[config.mk]
export PLATFORM = sky130hd
export DESIGN_NAME = fpreg_bank
export DESIGN_NICKNAME = d
export VERILOG_FILES = /design/src/rtl/fpreg_pkg.sv /design/src/rtl/fpreg_store.sv /design/src/rtl/fpreg_rport.sv /design/src/rtl/fpreg_ctl.sv /design/src/rtl/fpreg_bank.sv
export SDC_FILE = /design/constraint.sdc
export NUM_CORES = 2
export LEC_CHECK = 0
export BUFFER_PORTS_ARGS = -buffer_cell sky130_fd_sc_hd__buf_2
export CAP_MARGIN = 20
export CORE_MARGIN = 2
export CORE_UTILIZATION = 41
export DETAILED_ROUTE_END_ITERATION = 6
export HOLD_SLACK_MARGIN = 0.1
export SLEW_MARGIN = 0
export SYNTH_ARGS = -nofsm -noshare
export SYNTH_HDL_FRONTEND = slang
export SYNTH_SLANG_ARGS = --single-unit
[constraint.sdc]
create_clock -name clk -period 2.6 [get_ports clk]
set_input_delay 0.13 -clock clk [delete_from_list [all_inputs] [get_ports clk]]
set_output_delay 0.13 -clock clk [all_outputs]
set_load 0.005 [all_outputs]
[src/rtl/fpreg_pkg.sv]
// Shared definitions for the paired-precision register bank.
// Assumes the word count is even so that every word has a pair partner.
package fpreg_pkg;

    // Access precision carried by each port's select line.
    typedef enum logic {
        PREC_SGL = 1'b0,
        PREC_DBL = 1'b1
    } prec_e;

    // Compute the even member of a pair from any word address.
    function automatic logic [4:0] pair_even(input logic [4:0] addr);
        return {addr[4:1], 1'b0};
    endfunction

endpackage

[src/rtl/fpreg_store.sv]
// Word storage with pair-aware write decode.
// Each word has its own enable and data source. A double write loads both
// words of the addressed pair, odd word from the high half. A single write
// loads only the addressed word from the low half.
// Assumes NUM_W is even and AW = $clog2(NUM_W).
module fpreg_store #(
    parameter int NUM_W = 32,
    parameter int W     = 32,
    parameter int AW    = $clog2(NUM_W)
) (
    input  logic            clk,
    input  logic            rst_n,
    input  logic            wr_en,
    input  logic [AW-1:0]   wr_addr,
    input  logic            wr_dbl,
    input  logic [2*W-1:0]  wr_data,
    output logic [W-1:0]    words [NUM_W]
);
    import fpreg_pkg::*;

    prec_e wr_prec;

    // Map the raw precision bit to the shared enum.
    always_comb begin
        wr_prec = wr_dbl ? PREC_DBL : PREC_SGL;
    end

    for (genvar i = 0; i < NUM_W; i++) begin : g_word
        localparam logic [AW-1:0] IDX = AW'(i);
        logic          hit;
        logic [W-1:0]  din;

        // Decide whether this word is a target of the current write.
        always_comb begin
            if (wr_prec == PREC_DBL) begin
                hit = wr_en && (wr_addr[AW-1:1] == IDX[AW-1:1]);
            end else begin
                hit = wr_en && (wr_addr == IDX);
            end
        end

        // Odd words take the high half on double writes.
        always_comb begin
            if (IDX[0] && (wr_prec == PREC_DBL)) begin
                din = wr_data[2*W-1:W];
            end else begin
                din = wr_data[W-1:0];
            end
        end

        // Word register with synchronous clear.
        always_ff @(posedge clk) begin
            if (!rst_n) begin
                words[i] <= '0;
            end else if (hit) begin
                words[i] <= din;
            end
        end
    end

endmodule

[src/rtl/fpreg_rport.sv]
// Combinational read port.
// In single precision the addressed word is zero-extended into the low half
// of the bus. In double precision the pair is returned odd:even, ignoring
// the address LSB. No forwarding from the write port.
module fpreg_rport #(
    parameter int NUM_W = 32,
    parameter int W     = 32,
    parameter int AW    = $clog2(NUM_W)
) (
    input  logic [W-1:0]    words [NUM_W],
    input  logic [AW-1:0]   addr,
    input  logic            dbl,
    output logic [2*W-1:0]  data
);
    logic [AW-1:0] even_idx;
    logic [AW-1:0] odd_idx;

    // Derive both pair members from the request address.
    always_comb begin
        even_idx = {addr[AW-1:1], 1'b0};
        odd_idx  = {addr[AW-1:1], 1'b1};
    end

    // Select the bus layout according to precision.
    always_comb begin
        if (dbl) begin
            data = {words[odd_idx], words[even_idx]};
        end else begin
            data = {{W{1'b0}}, words[addr]};
        end
    end

endmodule

[src/rtl/fpreg_ctl.sv]
// Floating-point control state: condition flag, sticky exception flags and
// rounding field. The clear strobe removes old flags before new ones merge,
// so clear with merge leaves exactly the incoming flags.
module fpreg_ctl #(
    parameter int FLAG_W = 5,
    parameter int RM_W   = 2
) (
    input  logic              clk,
    input  logic              rst_n,
    input  logic              cc_we,
    input  logic              cc_wdata,
    output logic              cc_q,
    input  logic              flg_we,
    input  logic              flg_clr,
    input  logic [FLAG_W-1:0] flg_wdata,
    output logic [FLAG_W-1:0] flg_q,
    input  logic              rm_we,
    input  logic [RM_W-1:0]   rm_wdata,
    output logic [RM_W-1:0]   rm_q
);
    logic [FLAG_W-1:0] flg_base;
    logic [FLAG_W-1:0] flg_add;

    // Form the next flag value from the retained part and the merged part.
    always_comb begin
        flg_base = flg_clr ? '0 : flg_q;
        flg_add  = flg_we ? flg_wdata : '0;
    end

    // Condition flag register.
    always_ff @(posedge clk) begin
        if (!rst_n) begin
            cc_q <= 1'b0;
        end else if (cc_we) begin
            cc_q <= cc_wdata;
        end
    end

    // Sticky exception flag register.
    always_ff @(posedge clk) begin
        if (!rst_n) begin
            flg_q <= '0;
        end else begin
            flg_q <= flg_base | flg_add;
        end
    end

    // Rounding field register.
    always_ff @(posedge clk) begin
        if (!rst_n) begin
            rm_q <= '0;
        end else if (rm_we) begin
            rm_q <= rm_wdata;
        end
    end

endmodule

[src/rtl/fpreg_bank.sv]
// Top of the paired-precision register bank: storage, two read ports and
// the control-state registers. Assumes NUM_W even; read buses are 2*W wide.
module fpreg_bank #(
    parameter int NUM_W  = 32,
    parameter int W      = 32,
    parameter int FLAG_W = 5,
    parameter int RM_W   = 2,
    localparam int AW    = $clog2(NUM_W),
    localparam int DW    = 2 * W
) (
    input  logic              clk,
    input  logic              rst_n,
    input  logic [AW-1:0]     rda_addr,
    input  logic              rda_dbl,
    output logic [DW-1:0]     rda_data,
    input  logic [AW-1:0]     rdb_addr,
    input  logic              rdb_dbl,
    output logic [DW-1:0]     rdb_data,
    input  logic              wr_en,
    input  logic [AW-1:0]     wr_addr,
    input  logic              wr_dbl,
    input  logic [DW-1:0]     wr_data,
    input  logic              cc_we,
    input  logic              cc_wdata,
    output logic              cc_q,
    input  logic              flg_we,
    input  logic              flg_clr,
    input  logic [FLAG_W-1:0] flg_wdata,
    output logic [FLAG_W-1:0] flg_q,
    input  logic              rm_we,
    input  logic [RM_W-1:0]   rm_wdata,
    output logic [RM_W-1:0]   rm_q
);
    logic [W-1:0] words [NUM_W];

    fpreg_store #(.NUM_W(NUM_W), .W(W), .AW(AW)) store_i (
        .clk     (clk),
        .rst_n   (rst_n),
        .wr_en   (wr_en),
        .wr_addr (wr_addr),
        .wr_dbl  (wr_dbl),
        .wr_data (wr_data),
        .words   (words)
    );

    fpreg_rport #(.NUM_W(NUM_W), .W(W), .AW(AW)) rport_a_i (
        .words (words),
        .addr  (rda_addr),
        .dbl   (rda_dbl),
        .data  (rda_data)
    );

    fpreg_rport #(.NUM_W(NUM_W), .W(W), .AW(AW)) rport_b_i (
        .words (words),
        .addr  (rdb_addr),
        .dbl   (rdb_dbl),
        .data  (rdb_data)
    );

    fpreg_ctl #(.FLAG_W(FLAG_W), .RM_W(RM_W)) ctl_i (
        .clk       (clk),
        .rst_n     (rst_n),
        .cc_we     (cc_we),
        .cc_wdata  (cc_wdata),
        .cc_q      (cc_q),
        .flg_we    (flg_we),
        .flg_clr   (flg_clr),
        .flg_wdata (flg_wdata),
        .flg_q     (flg_q),
        .rm_we     (rm_we),
        .rm_wdata  (rm_wdata),
        .rm_q      (rm_q)
    );

endmodule

==> results.md <==
* Die X at around 420 um
* Worst Setup Start Kind: flop
* Pint at 0.02959 W
* Switching part of the total at around 28%
* Nets at about 6,700
* RSZ-0062 raised after global routing: true
* Max frequency at 356.3 MHz
* Post-route ant nets at 0
* DRC at 0
* Tot GR Track Use at 34.43%
* Worst path top cell family by delay: multiplexers
* Vias/cell at 6.960
* H-tree levels at 3
* # Max-Cap Violations at 0
* Clk buf depth at 3
* Vias post-DR at 62,180
* TritonCTS Buffers at about 120
* Worst Hold Class: in2reg
* Critical Path Max Stage Delay at just under 500 ps
* P per Cell Area at around 500 nW/um^2
* FP Rows at about 150
* Largest net degree at the start of global routing at 119
* Ports at 233
* # setup viols final at 56
* Total grt overflow at 0
* Pleak at 35.16 nW
* Vias in the first global route at between 60,000 and 70,000
* Layout area overhead at 19.54%
* WS Path Type: reg2out
* Port bufs at ~230
* Clock transition at the registers of the reported paths at roughly 70 ps
* DR iter-0 viols at between 9,000 and 10,000
* Avg WL per Cell at 34.45 um
* Sequential area share after synthesis at a little under 30%
* Post-synth EDFFs at 0
* Synth Cell Area at 70,360 um^2
* Cells along the critical path: mux4_2 -> mux4_2 -> a211o_4 -> buf_6
* Worst Skew at 0 ps
* Max transition margin at between 10% and 20%
* Layout cells sized above 1 at a little over two fifths
* Avg Cell Area, Syn at 11.06 um^2
* Initial core utilization at 41.15%
* Core Area at 171,000 um^2
* Die height at 418.3 um
* Peak supply drop at ~0.44 mV
* Buffers and inverters on the worst path at 1
* Worst Tran Pin Value at 1221 ps
* Failing checks: setup timing
* Placed cells at 8,559
* Critical path arrival at 2680 ps
* Sequential power share at 39.9%
* Pre-antenna DRT Iters at 6
* Syn. warnings at 0
* Clock latency on the worst-skew pair at 750 ps
* CP Capture Type: primary output
* DP HPWL at around 200 mm
* Most frequent CP cell: mux4_2
* Post-layout util at 49.20%
* Final Hold Fails at 0
* Critical Path RT at between 2000 and 2500 ps
* Synth Register Bits at 1,032
* Critical-path top delay cell: mux4_2
* Post-Syn Nets at 6,461
* Number of distinct library cells after synthesis at 59
* Minimum clock period at 2807 ps
* Post-synth ARST share at 0%
* Clk pwr share at between 40% and 50%
* Final WL at 307.8 mm
* Run status: finished with violations
* Final Max Tran Viols at 0
* Setup WS post-layout at -206.6 ps
* Primary FF master, synth: dfxtp_1
* NetSw at 0.01139 W
* Cells after Synth at around 6,400
* CTS Sinks at 1,032
* CP max FO at 5
* Logic pwr share at 14.8%
* Final GP Congestion at 0.9573
* First-pass GRT wire length at 436.3 mm
* Root Driver: clkbuf_16
* Final Non-Filler Cells at just under 9,000
* Final period utilization at 107.9%
* Full die area at between 150,000 and 200,000 um^2
* Initial antenna violation count at 15
* Layout fillers at 15,040
* CTS tree: built
-- power by group through the flow --
stage,Sequential [W],Clock (W),Combinational (W)
3_3_place_gp,0.0167,0,0.00559
6_report,0.0163,0.0186,0.00605
4_1_cts,0.0163,0.0187,0.00591
3_5_place_dp,0.0167,0,0.00564
5_1_grt,0.0164,0.0193,0.00626
2_1_floorplan,0.0166,0,0.00344
-- layout by cell type, fill, tap and decap left out, types with 26 or more instances in the layout --
master	instances
nor2_1	52
mux2i_1	203
a21boi_0	349
and2_4	32
and2_1	36
buf_12	144
dfxtp_2	477
dlygate4sd3_1	85
mux4_2	1100
dfxtp_4	39
nor2b_1	64
a211oi_1	26
clkbuf_16	120
a21boi_1	163
o22ai_1	79
nor3_1	42
o211a_1	512
nand2_1	1574
buf_2	178
dfxtp_1	516
buf_6	59
clkinv_2	26
buf_4	399
-- registers in the layout, indices dropped and copies added, names as in the netlist --
| signal | flops |
|---|---|
| store_i.words | 1024 |
| ctl_i.flg_q | 5 |
| ctl_i.rm_q | 2 |
| ctl_i.cc_q | 1 |
-- synthesized netlist by cell type (23+ instances only) --
master | number | area share, %
a211oi_1 | 50 | 0.53
a21boi_0 | 349 | 3.7
a21boi_1 | 163 | 1.7
and2_1 | 68 | 0.60
buf_1 | 28 | 0.15
buf_2 | 172 | 1.2
buf_4 | 77 | 0.82
buf_6 | 39 | 0.62
clkbuf_1 | 453 | 2.4
dfxtp_1 | 1032 | 29
mux2i_1 | 204 | 2.9
mux4_2 | 1100 | 35
nand2_1 | 1599 | 8.5
nand2b_1 | 23 | 0.20
nor2_1 | 67 | 0.36
nor2b_1 | 66 | 0.59
nor3_1 | 52 | 0.37
o211a_1 | 512 | 7.3
o22ai_1 | 85 | 0.76
-- layout make-up --
class,count,area [um^2],share of cell area (%)
multi-input combinational,4561,47130,56.04
tap,2233,2794,3.322
timing repair buffer,876,8472,10.07
inverter,1,3.754,0.004462
antenna,11,27.53,0.03272
sequential,1032,21400,25.45
clock buffer,151,3318,3.945
clock inverter,68,962.2,1.144
-- stage by stage --
| stage | hold WS (ps) | worst slack (ps) | setup TNS [ps] | total power, W | area [um^2] |
|---|---|---|---|---|---|
| 2_1_floorplan | 296.5 | 590.9 | 0 | 0.02001 | 70360 |
| 3_3_place_gp | 384.7 | -250.1 | -250.1 | 0.02227 | 76560 |
| 3_5_place_dp | 396.6 | -260.6 | -260.6 | 0.02234 | 76560 |
| 4_1_cts | 106.6 | -185.7 | -5059 | 0.04091 | 83470 |
| 5_1_grt | 151.0 | -216.9 | -5341 | 0.04192 | 84090 |
| 6_report | 139.7 | -206.6 | -3406 | 0.04098 | 84110 |
-- path summary, 6_finish.rpt --
| path | start | end | slack (ps) | cells past startpoint |
|---|---|---|---|---|
| hold / removal | wr_addr[3] | store_i.words[126] | 140 | 6 |
| setup / recovery | store_i.words[920] | rda_data[24] | -210 | 4 |
| setup reg to reg | ctl_i.flg_q[4] | ctl_i.flg_q[4] | 1370 | 3 |
| hold reg to reg | store_i.words[959] | store_i.words[959] | 470 | 2 |
-- worst register-to-register path: cells and delay by family, from the launching register on --
family / cells / cell delay, ps
buf+inv: 1 / 580
flops: 1 / 310
compound gates: 1 / 190
simple gates: 1 / 40
-- kinds of logic (layout without fill, tap and decap cells) --
logic type,after synthesis,count (layout),synth area share (%)
other,0,11,0
buffers and inverters,771,1096,5.262
AO/OA/AOI/OAI,1316,1316,15.91
flip-flops,1032,1032,29.36
multiplexers,1306,1306,38.14
AND/OR/NAND/NOR,1939,1939,11.33
-- metal layers --
metal | GRT usage, % | routed length (um) | vias to the layer above | share of wire [%]
met5 | 0 | 145 | - | 0.047
met4 | 22.39 | 23440 | 14 | 7.6
met3 | 10.36 | 38700 | 1108 | 13
met2 | 51.42 | 135300 | 4701 | 44
met1 | 43.29 | 110200 | 31470 | 36
li1 | - | - | 24890 | -
-- repair_timing --
item	4_1_cts	5_1_grt
setup buffers	56	10
pin swaps	48	18
hold buffers	85	0
gates resized for setup	543	246
endpoints found under the setup margin	102	101
cloned	0	1
endpoints found under the hold margin	1032	0
Note: power is estimated with default switching activity, not from simulation.
